<file path="config.mk">
export PLATFORM = sky130hd
export DESIGN_NAME = scp_ctrl
export DESIGN_NICKNAME = d
export VERILOG_FILES = /design/src/rtl/scp_pkg.sv /design/src/rtl/scp_phase_gen.sv /design/src/rtl/scp_width_ctrl.sv /design/src/rtl/scp_seg_map.sv /design/src/rtl/scp_ctrl.sv
export SDC_FILE = /design/constraint.sdc
export NUM_CORES = 1
export LEC_CHECK = 0
export BUFFER_PORTS_ARGS = -buffer_cell sky130_fd_sc_hd__buf_2
export CORE_UTILIZATION = 47
export CTS_CLUSTER_SIZE = 24
export DETAILED_ROUTE_END_ITERATION = 8
export PLACE_DENSITY = 0.78
export SLEW_MARGIN = 25
export SYNTH_ARGS = -nofsm -noshare
export SYNTH_HDL_FRONTEND = slang
export SYNTH_SLANG_ARGS = --single-unit
</file>
<file path="constraint.sdc">
create_clock -name clk -period 2.2 [get_ports clk]
set_clock_uncertainty 0.15 [all_clocks]
set_input_delay 0.33 -clock clk [delete_from_list [all_inputs] [get_ports clk]]
set_output_delay 0.33 -clock clk [all_outputs]
set_load 0.03 [all_outputs]
</file>
<file path="src/rtl/scp_pkg.sv">
// Shared types for the segmented charge pump controller.
package scp_pkg;
    // Phase generator states
    typedef enum logic [2:0] {
        PH_IDLE = 3'd0,
        PH_DBA  = 3'd1,
        PH_A    = 3'd2,
        PH_DAB  = 3'd3,
        PH_B    = 3'd4
    } phase_e;

    // Active switch width, ordered so that a wider setting compares larger
    typedef enum logic [1:0] {
        W_QTR  = 2'd0,
        W_HALF = 2'd1,
        W_FULL = 2'd2
    } width_e;

    localparam int unsigned NSW = 4;
endpackage

</file>
<file path="src/rtl/scp_phase_gen.sv">
// Two-phase non-overlapping generator.
// Runs while run is high: dead, A, dead, B, repeating. Each phase lasts PH_LEN
// clocks and each dead gap lasts max(1, dead_cfg) clocks.
// Assumes run and en are synchronous. Drops to idle the clock after run falls.
module scp_phase_gen
    import scp_pkg::*;
#(
    parameter int PH_LEN = 4,
    parameter int DW     = 4
) (
    input  logic          clk,
    input  logic          rst_n,
    input  logic          en,
    input  logic          run,
    input  logic [DW-1:0] dead_cfg,
    output logic          ph_a,
    output logic          ph_b,
    output logic          a_start,
    output logic          cyc_done
);
    localparam int PLW = $clog2(PH_LEN + 1);
    localparam int TW  = (DW > PLW) ? DW : PLW;

    phase_e          state;
    logic [TW-1:0]   tmr;
    logic [DW-1:0]   dead_m1;
    logic [TW-1:0]   ph_m1;

    // Dead time minus one, with zero clamped to a one-clock gap
    always_comb dead_m1 = (dead_cfg == '0) ? '0 : dead_cfg - 1'b1;
    always_comb ph_m1   = TW'(PH_LEN - 1);

    // State and timer sequencing
    always_ff @(posedge clk) begin
        if (!rst_n || !en || !run) begin
            state <= PH_IDLE;
            tmr   <= '0;
        end else begin
            unique case (state)
                PH_IDLE: begin
                    state <= PH_DBA;
                    tmr   <= TW'(dead_m1);
                end
                PH_DBA: begin
                    if (tmr == '0) begin
                        state <= PH_A;
                        tmr   <= ph_m1;
                    end else tmr <= tmr - 1'b1;
                end
                PH_A: begin
                    if (tmr == '0) begin
                        state <= PH_DAB;
                        tmr   <= TW'(dead_m1);
                    end else tmr <= tmr - 1'b1;
                end
                PH_DAB: begin
                    if (tmr == '0) begin
                        state <= PH_B;
                        tmr   <= ph_m1;
                    end else tmr <= tmr - 1'b1;
                end
                PH_B: begin
                    if (tmr == '0) begin
                        state <= PH_DBA;
                        tmr   <= TW'(dead_m1);
                    end else tmr <= tmr - 1'b1;
                end
                default: begin
                    state <= PH_IDLE;
                    tmr   <= '0;
                end
            endcase
        end
    end

    // Phase outputs and boundary strobes
    always_comb begin
        ph_a     = (state == PH_A);
        ph_b     = (state == PH_B);
        a_start  = run && (state == PH_DBA) && (tmr == '0);
        cyc_done = run && (state == PH_B) && (tmr == '0);
    end

    AST_GAP_BEFORE_B: assert property (@(posedge clk) disable iff (!rst_n)
        $rose(ph_b) |-> !$past(ph_a));
    AST_GAP_BEFORE_A: assert property (@(posedge clk) disable iff (!rst_n)
        $rose(ph_a) |-> !$past(ph_b));
endmodule

</file>
<file path="src/rtl/scp_width_ctrl.sv">
// Skip hysteresis and switch-width stepping.
// Stops on above_hi and resumes on below_lo (above_hi wins). On every resume,
// restarts at quarter width with the cycle count cleared. Steps to half width
// after Q2H_CYC charge cycles and to full width after a further H2F_CYC.
// Assumes cyc_done pulses once per completed A+B pair.
module scp_width_ctrl
    import scp_pkg::*;
#(
    parameter int Q2H_CYC = 3,
    parameter int H2F_CYC = 7
) (
    input  logic   clk,
    input  logic   rst_n,
    input  logic   en,
    input  logic   startup,
    input  logic   above_hi,
    input  logic   below_lo,
    input  logic   cyc_done,
    output logic   run,
    output width_e width
);
    localparam int CMAX = (Q2H_CYC > H2F_CYC) ? Q2H_CYC : H2F_CYC;
    localparam int CW   = $clog2(CMAX + 1);

    logic          run_q;
    width_e        wid_q;
    logic [CW-1:0] cnt;

    // Run/skip state, width level and cycle counter
    always_ff @(posedge clk) begin
        if (!rst_n || !en) begin
            run_q <= 1'b1;
            wid_q <= W_QTR;
            cnt   <= '0;
        end else if (run_q) begin
            if (above_hi) begin
                run_q <= 1'b0;
            end else if (cyc_done) begin
                unique case (wid_q)
                    W_QTR: begin
                        if (cnt == CW'(Q2H_CYC - 1)) begin
                            wid_q <= W_HALF;
                            cnt   <= '0;
                        end else cnt <= cnt + 1'b1;
                    end
                    W_HALF: begin
                        if (cnt == CW'(H2F_CYC - 1)) begin
                            wid_q <= W_FULL;
                            cnt   <= '0;
                        end else cnt <= cnt + 1'b1;
                    end
                    default: cnt <= '0;
                endcase
            end
        end else if (below_lo && !above_hi) begin
            run_q <= 1'b1;
            wid_q <= W_QTR;
            cnt   <= '0;
        end
    end

    // Effective width: startup overrides the stepped level
    always_comb begin
        run   = run_q;
        width = startup ? W_FULL : wid_q;
    end

    AST_WIDTH_NO_SHRINK: assert property (@(posedge clk) disable iff (!rst_n)
        en && $past(en) && run_q && $past(run_q) |-> wid_q >= $past(wid_q));
    AST_SKIP_HOLD: assert property (@(posedge clk) disable iff (!rst_n)
        en && !run_q && !below_lo |=> !run_q);
    AST_STOP_WINS: assert property (@(posedge clk) disable iff (!rst_n)
        en && above_hi |=> !run_q);
endmodule

</file>
<file path="src/rtl/scp_seg_map.sv">
// Maps the phases onto four switches and three segments per switch.
// The 2:1 mapping uses A for switches 1 and 3 and B for switches 2 and 4.
// The 1:1 mapping keeps switch 4 on and switch 3 off. The width selects
// which segments follow. Purely combinational.
module scp_seg_map
    import scp_pkg::*;
(
    input  logic           active,
    input  logic           mode_21,
    input  logic           ph_a,
    input  logic           ph_b,
    input  width_e         width,
    output logic [NSW-1:0] seg_qa,
    output logic [NSW-1:0] seg_qb,
    output logic [NSW-1:0] seg_hf
);
    logic [NSW-1:0] on;
    logic           use_qb;
    logic           use_hf;

    // Per-switch conduct request from mode and phase
    always_comb begin
        if (!active)      on = '0;
        else if (mode_21) on = {ph_b, ph_a, ph_b, ph_a};
        else              on = {1'b1, 1'b0, ph_b, ph_a};
        use_qb = (width != W_QTR);
        use_hf = (width == W_FULL);
    end

    for (genvar s = 0; s < NSW; s++) begin : g_sw
        assign seg_qa[s] = on[s];
        assign seg_qb[s] = on[s] & use_qb;
        assign seg_hf[s] = on[s] & use_hf;
    end
endmodule

</file>
<file path="src/rtl/scp_ctrl.sv">
// Top of the segmented charge pump switch controller.
// Ties together the phase generator, the skip/width logic and the segment
// map, and latches the mode at each start of phase A.
// Assumes every comparator input is already synchronous to clk.
module scp_ctrl
    import scp_pkg::*;
#(
    parameter int PH_LEN  = 4,
    parameter int DEAD_W  = 4,
    parameter int Q2H_CYC = 3,
    parameter int H2F_CYC = 7
) (
    input  logic              clk,
    input  logic              rst_n,
    input  logic              en,
    input  logic              startup,
    input  logic              mode_half,
    input  logic              above_hi,
    input  logic              below_lo,
    input  logic [DEAD_W-1:0] dead_cfg,
    output logic [3:0]        seg_qa,
    output logic [3:0]        seg_qb,
    output logic [3:0]        seg_hf
);
    logic   run;
    logic   ph_a;
    logic   ph_b;
    logic   a_start;
    logic   cyc_done;
    logic   mode_q;
    width_e width;

    scp_width_ctrl #(.Q2H_CYC(Q2H_CYC), .H2F_CYC(H2F_CYC)) u_width (
        .clk(clk), .rst_n(rst_n), .en(en), .startup(startup),
        .above_hi(above_hi), .below_lo(below_lo), .cyc_done(cyc_done),
        .run(run), .width(width)
    );

    scp_phase_gen #(.PH_LEN(PH_LEN), .DW(DEAD_W)) u_phase (
        .clk(clk), .rst_n(rst_n), .en(en), .run(run), .dead_cfg(dead_cfg),
        .ph_a(ph_a), .ph_b(ph_b), .a_start(a_start), .cyc_done(cyc_done)
    );

    // Mode latch, updated only at the edge that starts phase A
    always_ff @(posedge clk) begin
        if (!rst_n || !en) mode_q <= 1'b1;
        else if (a_start)  mode_q <= mode_half;
    end

    scp_seg_map u_map (
        .active(run && en), .mode_21(mode_q), .ph_a(ph_a), .ph_b(ph_b),
        .width(width), .seg_qa(seg_qa), .seg_qb(seg_qb), .seg_hf(seg_hf)
    );

    AST_NO_SHOOT: assert property (@(posedge clk) disable iff (!rst_n)
        !(seg_qa[0] && seg_qa[1]));
    AST_ONE_TO_ONE: assert property (@(posedge clk) disable iff (!rst_n)
        en && run && !mode_q |-> !seg_qa[2] && seg_qa[3]);
    AST_SKIP_DARK: assert property (@(posedge clk) disable iff (!rst_n)
        en && above_hi |=> (seg_qa == '0) && (seg_qb == '0) && (seg_hf == '0));
    AST_MODE_HOLD: assert property (@(posedge clk) disable iff (!rst_n)
        en && !a_start |=> $stable(mode_q));
    AST_EN_DARK: assert property (@(posedge clk) disable iff (!rst_n)
        !en |=> (seg_qa == '0) && (seg_qb == '0) && (seg_hf == '0));
    AST_STARTUP_FULL: assert property (@(posedge clk) disable iff (!rst_n)
        startup |-> (seg_hf == seg_qa) && (seg_qb == seg_qa));
endmodule

</file>
# == After elaboration in Yosys (flattened, before gate mapping) ==
# Cells that the tools add are included.
# totals
inputBits,11
latchBits,0
romBits,0
mem_count,0
out_inout_bits,12
ram_bits,0
regBits,14
# classes
n_reduce_logical,23
n_addsub,3
shifts,0
n_mul,0
n_div,0
bitwise,8
muxes,29
magnitude_cmp,0
n_eq_ne,17
# ops
op,n
two-way mux 3 bit,10
two-way mux 4 bit,5
case mux 3 bit (5 select lines),1
two-way mux 2 bit,7
case mux 4 bit (3 select lines),1
equality test 3 x 2 -> 1 bit (second input constant),3
!= test 3 bit (second input constant),3
AND 1 bit,8
zero test 4 bit,2
!= test 2 bit (second input constant),4
subtractor 4 x 1 -> 4 bit (second input constant),2
equality test 3 bit (second input constant),2
logical AND 1 bit,6
case mux 3 bit (2 select lines),1
AND reduction 6 bit,1
zero test 1 bit,4
!= test 2 x 1 -> 1 bit (second input constant),2
case mux 2 bit (2 select lines),1
AND reduction 4 bit,1
nonzero test 2 bit,2
OR reduction 2 bit,2
adder 3 x 1 -> 3 bit (second input constant),1
equality test 3 x 1 -> 1 bit (second input constant),1
zero test 3 bit,1
6 further kinds,9

# == Depth between registers and ports, before layout ==
# depth
ltp_word,6
depth_mapped,7

# == By module ==
# A second synthesis with hierarchy kept.
# unflattened
cells_unflattened,124
area_unflattened_um2,1057.3
# by_module_without_submodules
mod,seq_area_each_um2,n_inst,area_each_um2,cells_each
scp_phase_gen,140.1,1,549.3,61
scp_width_ctrl,120.1,1,337.8,40
scp_seg_map,0.0,1,128.9,19
scp_ctrl,20.0,1,41.3,4

# == Worst setup path after synthesis ==
# No wires, ideal clock.
# synth_path
path_kind,reg-to-output
from,register u_phase.state[2]
to,output seg_hf[2]
t_required_ns,1.720
path_slack_ns,0.014
stages_incl_launch_ff,7
arrival_ns,1.706
path_buffers,0
cell_sequence,dfxtp_1 -> inv_1 -> nand2_1 -> or3_1 -> inv_1 -> nand2_1 -> nor2_1
# synth_via
elab_chain_len,4
# synth_rtl
item,line_no,source
start: declaration,scp_phase_gen.sv:24,phase_e state;
start signal: assignment,scp_phase_gen.sv:36,state <= PH_IDLE;
start signal: assignment,scp_phase_gen.sv:41,state <= PH_DBA;
start signal: assignment,scp_phase_gen.sv:46,state <= PH_A;
equality test 3 x 2 -> 1 bit,scp_phase_gen.sv:78,ph_a = (state == PH_A);
two-way mux 4 bit,scp_seg_map.sv:24,"else if (mode_21) on = {ph_b, ph_a, ph_b, ph_a};"
two-way mux 4 bit,scp_seg_map.sv:23,if (!active) on = '0;
AND 1 bit,scp_seg_map.sv:33,assign seg_hf[s] = on[s] & use_hf;
end: declaration,scp_ctrl.sv:23,output logic [3:0] seg_hf
# Every way passes these cells.

# == Worst setup path in the final report ==
# layout_path
from,register u_phase.tmr[1]
to,register u_width.wid_q[1]
# layout_via
elab_chain_len,4
# layout_rtl
item,line_no,source
start: declaration,scp_phase_gen.sv:25,logic [TW-1:0] tmr;
start signal: assignment,scp_phase_gen.sv:42,tmr <= TW'(dead_m1);
start signal: assignment,scp_phase_gen.sv:47,tmr <= ph_m1;
start signal: assignment,scp_phase_gen.sv:48,end else tmr <= tmr - 1'b1;
zero test 4 bit,scp_phase_gen.sv:81,cyc_done = run && (state == PH_B) && (tmr == '0);
logical AND 1 bit,scp_phase_gen.sv:81,
!= test 2 bit (no source line),n/a,
AND reduction 6 bit (no source line),n/a,
end signal: assignment,scp_width_ctrl.sv:33,wid_q <= W_QTR;
end signal: assignment,scp_width_ctrl.sv:42,wid_q <= W_HALF;
end signal: assignment,scp_width_ctrl.sv:48,wid_q <= W_FULL;
end: declaration,scp_width_ctrl.sv:26,width_e wid_q;
# Every way passes these cells.
# A chain may end at the register's enable or synchronous reset.

==> impl_metrics.json <==
{
  "switchingPower_mw": 0.159,
  "routedWlPerCell_um": 12.2,
  "synth_simple_gate_area_share_pct": 30.0,
  "cts_buffer_depth": 2,
  "worstPathRequired_ps": 2230,
  "grt_pass1_vias": 759,
  "layout.nets": 168,
  "fp.dieH_um": 47.2,
  "wl_um": 2140,
  "cp.arrival_ps": 2190,
  "hpwl_um": 1650,
  "critical-path-slowest-cell": "or4_4",
  "layout_commonest_cell": "buf_2",
  "syn_inst": 120,
  "detail-route-antenna-nets": 0,
  "num_vias": 924,
  "postLayoutCellArea_um2": 1220,
  "syn-cell-area_um2": 960,
  "num_rows": 15,
  "final.setup.tns_ps": 0,
  "nFillCells": 148,
  "crit_chain": "inv_2 -> ha_4 -> or3b_4 -> or4_4 -> o2bb2ai_4 -> mux2i_1 -> nor2_1",
  "grt_overflow": 0,
  "swShare_pct": 27.7,
  "pre_cts_ws_ps": 75.2,
  "period_minus_slack_ps": 2170,
  "p_comb_share_pct": 20.4,
  "slew_viol_final": 0,
  "dieArea_um2": 2230,
  "synth_nets": 137,
  "htree_levels": 1,
  "synthToLayoutAreaGrowth_pct": 26.9,
  "synthXorXnorAreaFrac_pct": 6.39,
  "antenna_cells": 0,
  "p_leak_nw": 0.544,
  "p_seq_share_pct": 46.8,
  "cts.sinks": 14,
  "worstMarginPinSlew_ps": 432,
  "dpl_cell_area_um2": 1110,
  "seqCellArea_um2": 288,
  "fmax_ghz": 0.461,
  "start_util_pct": 52.7,
  "synthDistinctLibCells": 33,
  "multi_input_area_um2": 646,
  "peakVddDrop_uv": 271,
  "final_cell_mix": "buf_2 (18), nor2_1 (16), nand2_1 (11)",
  "reg2regPathDepth": 7,
  "path_depth": 7,
  "finalHoldViolCount": 0,
  "synth_mux_area_share_pct": 3.13,
  "pwr-share-clk_pct": 32.9,
  "gp_congestion": 0.865,
  "avgSynthCellArea_um2": 8.00,
  "clk_latency_ps": 280,
  "fin_ws_ps": 32.9,
  "grt_pass1_wl_um": 3070,
  "min-delay-start": "en",
  "yosys_warnings": 0,
  "critPathMaxStageDelay_ps": 530,
  "cap_violations": 0,
  "rsz0062_at_grt": "yes",
  "grt_max_degree": 9,
  "outcome": "completed",
  "instances_no_fill": 175,
  "crit_family": "simple AND/OR/NAND/NOR gates",
  "drtIter0Drc": 13,
  "finalPower_mw": 0.574,
  "power.density_nw_per_um2": 471,
  "place_inst": 169,
  "core_area_um2": 1820,
  "antenna_found_initial": 0,
  "cts_root_buf": "clkbuf_4",
  "utilization_pct": 66.9,
  "port-buffer-count": 22,
  "dr.pass1.iters": 4,
  "cts_hold_buf": 0,
  "synth_compound_area_share_pct": 15.0,
  "crit_buf_inv": 1,
  "grt_usage_pct": 20.0,
  "fp.dieW_um": 47.2,
  "clkSlewWorstSetupHoldPaths_ps": 90,
  "critPathKind": "register to register",
  "synthAdderAreaFrac_pct": 9.91,
  "io_pins": 23,
  "whs_ps": 97.6,
  "synth.ff_latch_count": 14,
  "fin_crit_sh_pct": 98.5,
  "crit_fanout": 2,
  "reg2reg_from": "u_phase.tmr[1]",
  "synth_top_family_by_area": "simple AND/OR/NAND/NOR gates",
  "remaining_drc_errors": 0,
  "layout-drive-gt1-share_pct": 33.3,
  "holdPathStages": 2,
  "via_per_inst": 5.28,
  "hold_path_class": "input port to register",
  "cts_tree": "built",
  "startpoint": "u_phase.tmr[1]",
  "cts_made_buffers": 3,
  "ys_seq_area_share_pct": 29.2,
  "start_kind": "register",
  "endpoint_kind": "register",
  "setup_viol": 0,
  "slew_headroom_pct": 71.0,
  "p_int_mw": 0.415
}
-- cell usage after synthesis --
| cell | count | share of area [%] |
|---|---|---|
| nor2_1 | 17 | 6.6 |
| dfxtp_1 | 14 | 29 |
| inv_1 | 12 | 4.7 |
| nand2_1 | 12 | 4.7 |
| a21oi_1 | 6 | 3.1 |
| ha_1 | 6 | 7.8 |
| nor3_1 | 6 | 3.1 |
| xnor2_1 | 6 | 5.5 |
| o21ai_0 | 5 | 2.6 |
| or3_1 | 4 | 2.6 |
| mux2i_1 | 3 | 3.1 |
| a21o_1 | 2 | 1.6 |
| and3b_1 | 2 | 1.8 |
| maj3_1 | 2 | 2.1 |
| nand3_1 | 2 | 1.0 |
| o22ai_1 | 2 | 1.3 |
| or3b_1 | 2 | 1.8 |
| or4_1 | 2 | 1.6 |
| a41o_1 | 1 | 1.0 |
| buf_2 | 1 | 0.52 |
| buf_6 | 1 | 1.2 |
| nand2b_1 | 1 | 0.65 |
| nand4_1 | 1 | 0.65 |
| nor2b_1 | 1 | 0.65 |
| nor2b_4 | 1 | 1.4 |
| nor3b_1 | 1 | 0.78 |
| nor3b_2 | 1 | 1.3 |
| o211ai_1 | 1 | 0.78 |
| o21bai_1 | 1 | 0.78 |
| o22a_1 | 1 | 0.91 |
| o2bb2ai_4 | 1 | 2.9 |
| or4_4 | 1 | 1.2 |
| xor2_1 | 1 | 0.91 |
-- state kept, by name, summed over array words and instances (netlist names) --
signal         cells
u_phase.state      3
mode_q             1
u_phase.tmr        4
u_width.cnt        3
u_width.run        1
u_width.wid_q      2
-- repair_timing --
item                       4_1_cts  5_1_grt
buffers inserted                 0        2
gates cloned                     0        0
setup endpoints to repair        6        9
resized for setup                6       18
pin swaps                        0        6
-- power by group through the flow --
stage / registers, mW / logic [mW] / clock network, mW
after detailed placement: 0.274 / 0.106 / 0
final: 0.268 / 0.117 / 0.189
after floorplan: 0.274 / 0.0704 / 0
after global routing: 0.269 / 0.128 / 0.199
after CTS: 0.268 / 0.107 / 0.191
after global placement: 0.274 / 0.102 / 0
-- cell families (layout without fill, tap and decap cells) --
| group | count (synthesis) | after routing |
|---|---|---|
| buf+inv | 14 | 44 |
| flops | 14 | 14 |
| simple gates | 54 | 54 |
| fa+ha+maj | 8 | 8 |
| xor+xnor | 7 | 7 |
| compound gates | 20 | 20 |
| mux | 3 | 3 |
-- worst paths after layout --
check / slack [ps] / to
min reg2reg: 330 / u_phase.state[1]
max reg2reg: 30 / u_width.wid_q[1]
max: 30 / u_width.wid_q[1]
min: 100 / mode_q
-- per-layer routing --
metal | part of all wire [%] | GRT usage [%]
met1 | 46 | 22.8
met2 | 49 | 34.7
met3 | 3.3 | 3.85
met4 | 1.9 | 11.4
met5 | 0 | 0
-- cell type report --
type | instances | share of cell area [%]
clock buffers | 4 | 2.98
inverters | 12 | 3.91
multi-input cells | 92 | 53.0
flip-flops and latches | 14 | 23.6
well taps | 25 | 2.57
repair buffers | 28 | 13.9
-- worst register-to-register path, cell delays in order, from the launching register on --
cell and delay, ps:
dfxtp_2 330, inv_2 70, ha_4 120, or3b_4 370
or4_4 530, o2bb2ai_4 180, mux2i_1 230, nor2_1 70
No activity file was read; power rests on OpenSTA's default activity.
